**config.mk**
```make
export PLATFORM = sky130hd
export DESIGN_NAME = audio_conceal
export DESIGN_NICKNAME = d
export VERILOG_FILES = /design/src/rtl/conceal_pkg.sv /design/src/rtl/conceal_lane.sv /design/src/rtl/conceal_stats.sv /design/src/rtl/audio_conceal.sv
export SDC_FILE = /design/constraint.sdc
export NUM_CORES = 1
export LEC_CHECK = 0
export BUFFER_PORTS_ARGS = -buffer_cell sky130_fd_sc_hd__buf_4
export CORE_ASPECT_RATIO = 0.5
export CORE_UTILIZATION = 50
export DETAILED_ROUTE_END_ITERATION = 10
export PLACE_DENSITY = 0.7
export SLEW_MARGIN = 40
export SYNTH_ARGS = -nofsm -noshare
export SYNTH_HDL_FRONTEND = slang
export SYNTH_HIERARCHICAL = 1
export SYNTH_SLANG_ARGS = --single-unit
```
**constraint.sdc**
```tcl
create_clock -name clk -period 3.35 [get_ports clk]
set_input_delay 0.1675 -clock clk [delete_from_list [all_inputs] [get_ports clk]]
set_output_delay 0.1675 -clock clk [all_outputs]
set_load 0.005 [all_outputs]
```
**src/rtl/conceal_pkg.sv**
```systemverilog
package conceal_pkg;

    typedef enum logic [1:0] {
        LN_EMPTY = 2'd0,
        LN_GOOD  = 2'd1,
        LN_BAD   = 2'd2
    } lane_state_t;

    typedef struct packed {
        logic hold;
        logic interp;
    } stat_code_t;

endpackage

```
**src/rtl/conceal_lane.sv**
```systemverilog
module conceal_lane
    import conceal_pkg::*;
#(
    parameter int SAMPLE_W = 16
) (
    input  logic                clk,
    input  logic                rst_n,
    input  logic                take_i,
    input  logic [SAMPLE_W-1:0] data_i,
    input  logic                err_i,
    output logic                emit_o,
    output logic [SAMPLE_W-1:0] emit_data_o,
    output logic                emit_interp_o,
    output logic                emit_hold_o
);

    localparam int SUM_W = SAMPLE_W + 1;

    lane_state_t         state_q, state_d;
    logic [SAMPLE_W-1:0] pend_q;
    logic [SAMPLE_W-1:0] base_q;
    logic [SUM_W-1:0]    sum_w;
    logic [SAMPLE_W-1:0] mid_w;

    // widened sum, shifted right arithmetically, cannot overflow
    always_comb begin
        sum_w = {base_q[SAMPLE_W-1], base_q} + {data_i[SAMPLE_W-1], data_i};
        mid_w = sum_w[SUM_W-1:1];
    end

    // state register and sample storage
    always_ff @(posedge clk) begin
        if (!rst_n) begin
            state_q <= LN_EMPTY;
            pend_q  <= '0;
            base_q  <= '0;
        end else begin
            state_q <= state_d;
            if (take_i) begin
                pend_q <= data_i;
                if (state_q == LN_GOOD) begin
                    base_q <= pend_q;
                end
            end
        end
    end

    // next state
    always_comb begin
        state_d = state_q;
        if (take_i) begin
            state_d = err_i ? LN_BAD : LN_GOOD;
        end
    end

    // outputs
    always_comb begin
        emit_o        = 1'b0;
        emit_data_o   = pend_q;
        emit_interp_o = 1'b0;
        emit_hold_o   = 1'b0;
        if (take_i) begin
            unique case (state_q)
                LN_EMPTY: begin
                    emit_o = 1'b0;
                end
                LN_GOOD: begin
                    emit_o      = 1'b1;
                    emit_data_o = pend_q;
                end
                LN_BAD: begin
                    emit_o = 1'b1;
                    if (err_i) begin
                        emit_data_o = base_q;
                        emit_hold_o = 1'b1;
                    end else begin
                        emit_data_o   = mid_w;
                        emit_interp_o = 1'b1;
                    end
                end
                default: begin
                    emit_o = 1'b0;
                end
            endcase
        end
    end

endmodule

```
**src/rtl/conceal_stats.sv**
```systemverilog
module conceal_stats
    import conceal_pkg::*;
(
    input  logic       clk,
    input  logic       rst_n,
    input  logic       ev_interp_i,
    input  logic       ev_hold_i,
    input  logic       tick_i,
    output stat_code_t code_o
);

    stat_code_t seen_q;
    stat_code_t code_q;

    always_ff @(posedge clk) begin
        if (!rst_n) begin
            seen_q <= '0;
            code_q <= '0;
        end else if (tick_i) begin
            code_q.hold   <= seen_q.hold   | ev_hold_i;
            code_q.interp <= seen_q.interp | ev_interp_i;
            seen_q        <= '0;
        end else begin
            seen_q.hold   <= seen_q.hold   | ev_hold_i;
            seen_q.interp <= seen_q.interp | ev_interp_i;
        end
    end

    assign code_o = code_q;

endmodule

```
**src/rtl/audio_conceal.sv**
```systemverilog
module audio_conceal
    import conceal_pkg::*;
#(
    parameter int SAMPLE_W = 16,
    parameter int NUM_CHAN = 2,
    localparam int CHAN_W  = (NUM_CHAN > 1) ? $clog2(NUM_CHAN) : 1
) (
    input  logic                clk,
    input  logic                rst_n,
    input  logic                in_valid,
    output logic                in_ready,
    input  logic [CHAN_W-1:0]   in_chan,
    input  logic [SAMPLE_W-1:0] in_data,
    input  logic                in_err,
    output logic                out_valid,
    input  logic                out_ready,
    output logic [CHAN_W-1:0]   out_chan,
    output logic [SAMPLE_W-1:0] out_data,
    output logic                out_fix,
    input  logic                frame_tick,
    output logic [1:0]          frame_stat
);

    logic                accept;
    logic [NUM_CHAN-1:0] take;
    logic [NUM_CHAN-1:0] l_emit;
    logic [NUM_CHAN-1:0] l_interp;
    logic [NUM_CHAN-1:0] l_hold;
    logic [SAMPLE_W-1:0] l_data [NUM_CHAN];

    logic                sel_emit;
    logic                sel_interp;
    logic                sel_hold;
    logic [SAMPLE_W-1:0] sel_data;
    stat_code_t          stat_w;

    assign in_ready = !out_valid || out_ready;
    assign accept   = in_valid && in_ready;

    for (genvar g = 0; g < NUM_CHAN; g++) begin : g_lane
        assign take[g] = accept && (in_chan == CHAN_W'(g));

        conceal_lane #(
            .SAMPLE_W (SAMPLE_W)
        ) i_lane (
            .clk           (clk),
            .rst_n         (rst_n),
            .take_i        (take[g]),
            .data_i        (in_data),
            .err_i         (in_err),
            .emit_o        (l_emit[g]),
            .emit_data_o   (l_data[g]),
            .emit_interp_o (l_interp[g]),
            .emit_hold_o   (l_hold[g])
        );
    end

    always_comb begin
        sel_emit   = 1'b0;
        sel_interp = 1'b0;
        sel_hold   = 1'b0;
        sel_data   = '0;
        for (int c = 0; c < NUM_CHAN; c++) begin
            if (take[c]) begin
                sel_emit   = l_emit[c];
                sel_interp = l_interp[c];
                sel_hold   = l_hold[c];
                sel_data   = l_data[c];
            end
        end
    end

    always_ff @(posedge clk) begin
        if (!rst_n) begin
            out_valid <= 1'b0;
            out_chan  <= '0;
            out_data  <= '0;
            out_fix   <= 1'b0;
        end else if (accept && sel_emit) begin
            out_valid <= 1'b1;
            out_chan  <= in_chan;
            out_data  <= sel_data;
            out_fix   <= sel_interp || sel_hold;
        end else if (out_ready) begin
            out_valid <= 1'b0;
        end
    end

    conceal_stats i_stats (
        .clk         (clk),
        .rst_n       (rst_n),
        .ev_interp_i (sel_interp),
        .ev_hold_i   (sel_hold),
        .tick_i      (frame_tick),
        .code_o      (stat_w)
    );

    assign frame_stat = stat_w;

endmodule

```
# [Word level (Yosys, flattened, before mapping)]
# Index checks and enable logic that the tools add are counted.
[totals] inputBits=23 rom_bits=0 register_bits=91 n_memories=0 output_inout_bits=22 ramBits=0 latch_bits=0
[classes] bitwise=4 magnitude_cmp=0 reduce_logical=13 n_mux=23 div_mod_pow=0 mul=0 shift=0 eq_ne=4 add_sub_neg=2
[ops] operator="$mux W16" count=6
[ops] operator="$add A16 B16 Y17" count=2
[ops] operator="$mux W1" count=16
[ops] operator="$reduce_or A2 Y1" count=3
[ops] operator="$eq A2 B1 Y1 const B" count=2
[ops] operator="$eq A2 B2 Y1 const B" count=2
[ops] operator="$logic_and A1 B1 Y1" count=4
[ops] operator="$reduce_and A2 Y1" count=2
[ops] operator="$logic_or A1 B1 Y1" count=2
[ops] operator="$mux W2" count=1
[ops] operator="$not A1 Y1" count=2
[ops] operator="$or A1 B1 Y1" count=2
[ops] operator="$reduce_bool A2 Y1" count=1
[ops] operator="$logic_not A1 Y1" count=1

# [Depth between registers and ports, before layout]
[depth] word_depth=8 ltp_mapped=16 mapped_depth_nobuf=14

# [Modules after synthesis]
# The synthesis kept the hierarchy.
[by_module_without_submodules] module="conceal_lane at g_lane[0].i_lane" cells_each=312 area_per_inst_um2=2446.1 instances=1 seq_area_each_um2=680.7
[by_module_without_submodules] module="conceal_lane at g_lane[1].i_lane" cells_each=294 area_per_inst_um2=2342.2 instances=1 seq_area_each_um2=680.7
[by_module_without_submodules] module="audio_conceal" cells_each=116 area_per_inst_um2=1151.1 instances=1 seq_area_each_um2=380.4
[by_module_without_submodules] module="conceal_stats" cells_each=13 area_per_inst_um2=121.4 instances=1 seq_area_each_um2=80.1

# [Least setup slack after synthesis]
# No wires, ideal clock.
[synth_path] path_kind="reg-to-reg" startpoint="register g_lane[1].i_lane.base_q[0]" endpoint="register out_data[13]" path_slack_ps=766 setup_ps=130 period_less_slack_ps=2584 arrival_ps=2454 n_path_buf=0 stages_incl_launch_ff=12 cell_sequence="dfxtp_1 -> and2_1 -> fa_1 -> a21o_1 -> a311o_1 -> nand2_1 -> a32oi_1 -> xor2_1 -> a221o_1 -> mux2_2 -> nand4_1 -> a21boi_0"
[synth_lines] element="start: declaration" line_no="conceal_lane.sv:21" text="logic [SAMPLE_W-1:0] base_q;"
[synth_lines] element="start signal: assignment" line_no="conceal_lane.sv:42" text="base_q <= pend_q;"
[synth_lines] element="end signal: assignment" line_no="audio_conceal.sv:82" text="out_data <= sel_data;"
[synth_lines] element="end: declaration" line_no="audio_conceal.sv:18" text="output logic [SAMPLE_W-1:0] out_data,"

==> metrics.sh <==
TIMING.FINAL.MAX_SLEW_VIOLATIONS=0
HPWL_UM=11300
IR_WORST_VDD_mV=0.297
CTSLONGESTPATHBUFFERS=2
WORSTREG2REGSTART='g_lane[1].i_lane/base_q[0]'
MAPPED_CELL_AREA_MM2=0.00606
CRIT_FANOUT=4
WORST_SETUP_HOLD_PATH_CLK_SLEW_NS=0.07
DRTPASS1ITERATIONS=5
YOSYS_WARNINGS=6
GR-USAGE-ALL-LAYERS=0.271
STARTPOINT_TYPE='register'
GRT_PASS1_WL_UM=26300
FP.DIEAREA_MM2=0.0126
FILLER_CELL_COUNT=1051
SETUP-VIOLATIONS-FINAL=0
POST-ROUTE-MIN-PERIOD_NS=2.83
PLACEMENTROWS=27
OVERFLOW=0
MAX_FREQ_GHz=0.354
ANTENNA-DIODE-COUNT=0
WORST_SLEW_PIN_SLEW_NS=0.771
LEAKAGE_uW=0.00263
GRT_ANTENNA_BEFORE_REPAIR=1
PLACE.DETAILED.INSTANCES=900
SYNTH-MAIN-FF-CELL='dfxtp_1'
LAYOUT.CELLS.MOST_COMMON='nand2_1'
MOST-COMMON-LAYOUT-CELLS='nand2_1 (109), dfxtp_1 (91), buf_4 (52)'
FINAL_CELL_COUNT_NO_FILL=916
WORST_SETUP_END_KIND='register'
FIN_NETS=811
AVGSYNTHCELLAREA_UM2=8.25
SYNTH_CELLS=735
SLEW-LIMIT-HEADROOM=0.485
PWR_DENSITY_CELL_mW_PER_MM2=371
CTS_NUM_SINKS=91
VIA_COUNT=5440
CRITICALPATHCATEGORY='reg2reg'
CRITICAL_PATH_END='out_data[13]'
SYNTH_CELL_TYPE_COUNT=66
SYNTH.YOSYS.SEQ_AREA_SHARE=0.301
ROUTE.DETAILED.DRC=0
FINAL_HOLD_VIOL_COUNT=0
CTS_TREE='yes'
CLOCK_TREE.HTREE_LEVEL_COUNT=3
MAX_CAP_VIOL_COUNT=0
CRIT_CHAIN='and2_1, fa_1, a21o_1, a311o_1, nand2_1, a32oi_1, xor2_1, a221o_1, mux2_2, nand4_1, a21boi_0'
SYNTH-EDFF-COUNT=0
WORST_EP_REQUIRED_TIME_NS=3.58
POSTROUTEANTENNANETS=0
PIN_COUNT_OF_THE_BIGGEST_NET_ENTERING_GLOBAL_ROUTING=91
GRT_SETUP_UNREPAIRED='false'
POSTCTSRESIZEDCELLS=0
AREA_GROWTH_PCT=11.2
GLOBAL_ROUTE.PEAK_USAGE_LAYER='met2'
ARRIVAL_NS=3.06
MAX_STAGE_DELAY_NS=0.40
POST_CTS.REPAIR.SETUP_BUFFERS=0
HOLD_PATH_CLASS='in2reg'
INITIAL_CORE_UTIL=0.532
RRSETUPSLACK_NS=0.52
FIRST_GLOBAL_VIAS=5023
DIEHEIGHT_UM=79.9
DRIVE_GT1_FRAC=0.129
FF2FF_PATH_DEPTH=11
NUMCTSBUFFERS=9
GRT_MET2_USAGE=0.400
TIMING.CRITICAL_PATH.SLOWEST_STAGE_CELL='fa_1'
SYNTH_ASYNC_SR_FLOP_SHARE=0
VIAS_PER_CELL=5.94
SETUP.WORST_PATH.START='g_lane[1].i_lane/base_q[0]'
DETAIL_ROUTE.WIRELENGTH_UM=16300
CLK_TREE_ROOT_CELL='clkbuf_16'
FP.COREAREA_MM2=0.0114
PLACE.PORT_BUFFERS=44
WEIGHTED_CONGESTION_AT_THE_END_OF_ROUTABILITY_DRIVEN_GLOBAL_PLACEMENT=0.985
CLOCK_LATENCY_NS=0.35
BOUNDARYPINS=45
WL_PER_CELL_UM=17.8
WORSTREG2REGEND='out_data[13]'
TNS_NS=0
SYNTH_FP_NETS=794
WORST_CLOCK_SKEW_NS=0.00961
GLOBAL_ROUTE.USAGE.MET3=0.0575
STATUS='completed'
GRT_USE_MET1=0.390
DIE_X_UM=158
YS_FF_LATCH=91
HOLD_BUFFER_COUNT_AT_CTS=0
PERIOD_SHARE=0.844
DRT_ITER0_MARKERS=492
==> power breakdown <==
| group | switching, uW | internal, uW | total [uW] |
|---|---|---|---|
| Combinational | 188 | 132 | 320 |
| Sequential | 18.6 | 1110 | 1130 |
| Clock | 455 | 602 | 1060 |
| Total | 662 | 1840 | 2500 |
==> synthesized netlist by cell type (12+ instances only) <==
cell type,instances,area share
a21boi_0,37,0.046
a21boi_1,14,0.017
a21oi_1,47,0.039
and3_1,15,0.015
clkbuf_1,31,0.019
dfxtp_1,91,0.30
ha_1,34,0.070
mux2_2,16,0.030
mux2i_1,43,0.071
nand2_1,109,0.068
nand3_1,12,0.0099
nand4_1,22,0.023
nor2_1,24,0.015
nor2b_1,39,0.040
o21ai_0,30,0.025
o31ai_1,17,0.021
==> per-layer routing <==
layer,vias to the layer above,share of wire,wire (um)
li1,2671,-,-
met1,2554,0.50,8120
met2,190,0.41,6740
met3,25,0.072,1180
met4,0,0.018,296
met5,-,0,0
==> worst max-delay path, delay by kind of cell, from the launching register on <==
| family | cells | cell delay [ns] |
|---|---|---|
| and+or+nand+nor | 3 | 0.36 |
| muxes | 1 | 0.28 |
| xor gates and xnor gates | 1 | 0.18 |
| AOI/OAI and AO/OA | 5 | 1.16 |
| DFF | 1 | 0.33 |
| adders and majority gates | 1 | 0.40 |
==> cells by family after synthesis <==
kind of cell,after synthesis,share of synthesized area
compound gates,209,0.232
xor+xnor,19,0.0275
fa+ha+maj,36,0.0768
buf+inv,58,0.0434
flops,91,0.301
mux,61,0.107
simple gates,261,0.213
==> per-stage QoR <==
stage | setup slack, ns | total power, uW | utilization | area [um^2] | hold slack [ns]
after floorplan | 0.766 | 1360 | - | 6060 | 0.257
after global placement | 0.595 | 1460 | 0.565 | 6430 | 0.375
after detailed placement | 0.526 | 1460 | 0.565 | 6430 | 0.376
after CTS | 0.525 | 2520 | 0.592 | 6740 | 0.0142
after global routing | 0.299 | 2590 | 0.592 | 6740 | 0.0184
final | 0.524 | 2500 | 0.592 | 6740 | 0.0212
==> registers in the layout, indices dropped and copies added, names as in the netlist <==
register               flops
g_lane.i_lane/base_q      32
g_lane.i_lane/pend_q      32
out_data                  16
g_lane.i_lane/state_q      4
i_stats/code_o             2
i_stats/seen_q             2
out_chan                   1
out_fix                    1
out_valid                  1
==> area by class of cell <==
type	count	area (um^2)	area share
flip-flops and latches	91	1820	0.270
clock inverters	5	62.6	0.00928
inverters	12	45.0	0.00668
well taps	159	199	0.0295
multi-input cells	586	3980	0.590
repair buffers	52	390	0.0579
clock buffers	11	243	0.0360
==> worst min path at each step <==
stage | startpoint | to | cells after the start
final | frame_tick | i_stats/code_o[1] | 2
after global routing | frame_tick | i_stats/code_o[0] | 2
after CTS | frame_tick | i_stats/code_o[1] | 2
after detailed placement | frame_tick | i_stats/code_o[1] | 2
after global placement | frame_tick | i_stats/code_o[0] | 2
after floorplan | frame_tick | i_stats/code_o[0] | 1
No activity file was read; power rests on OpenSTA's default activity.
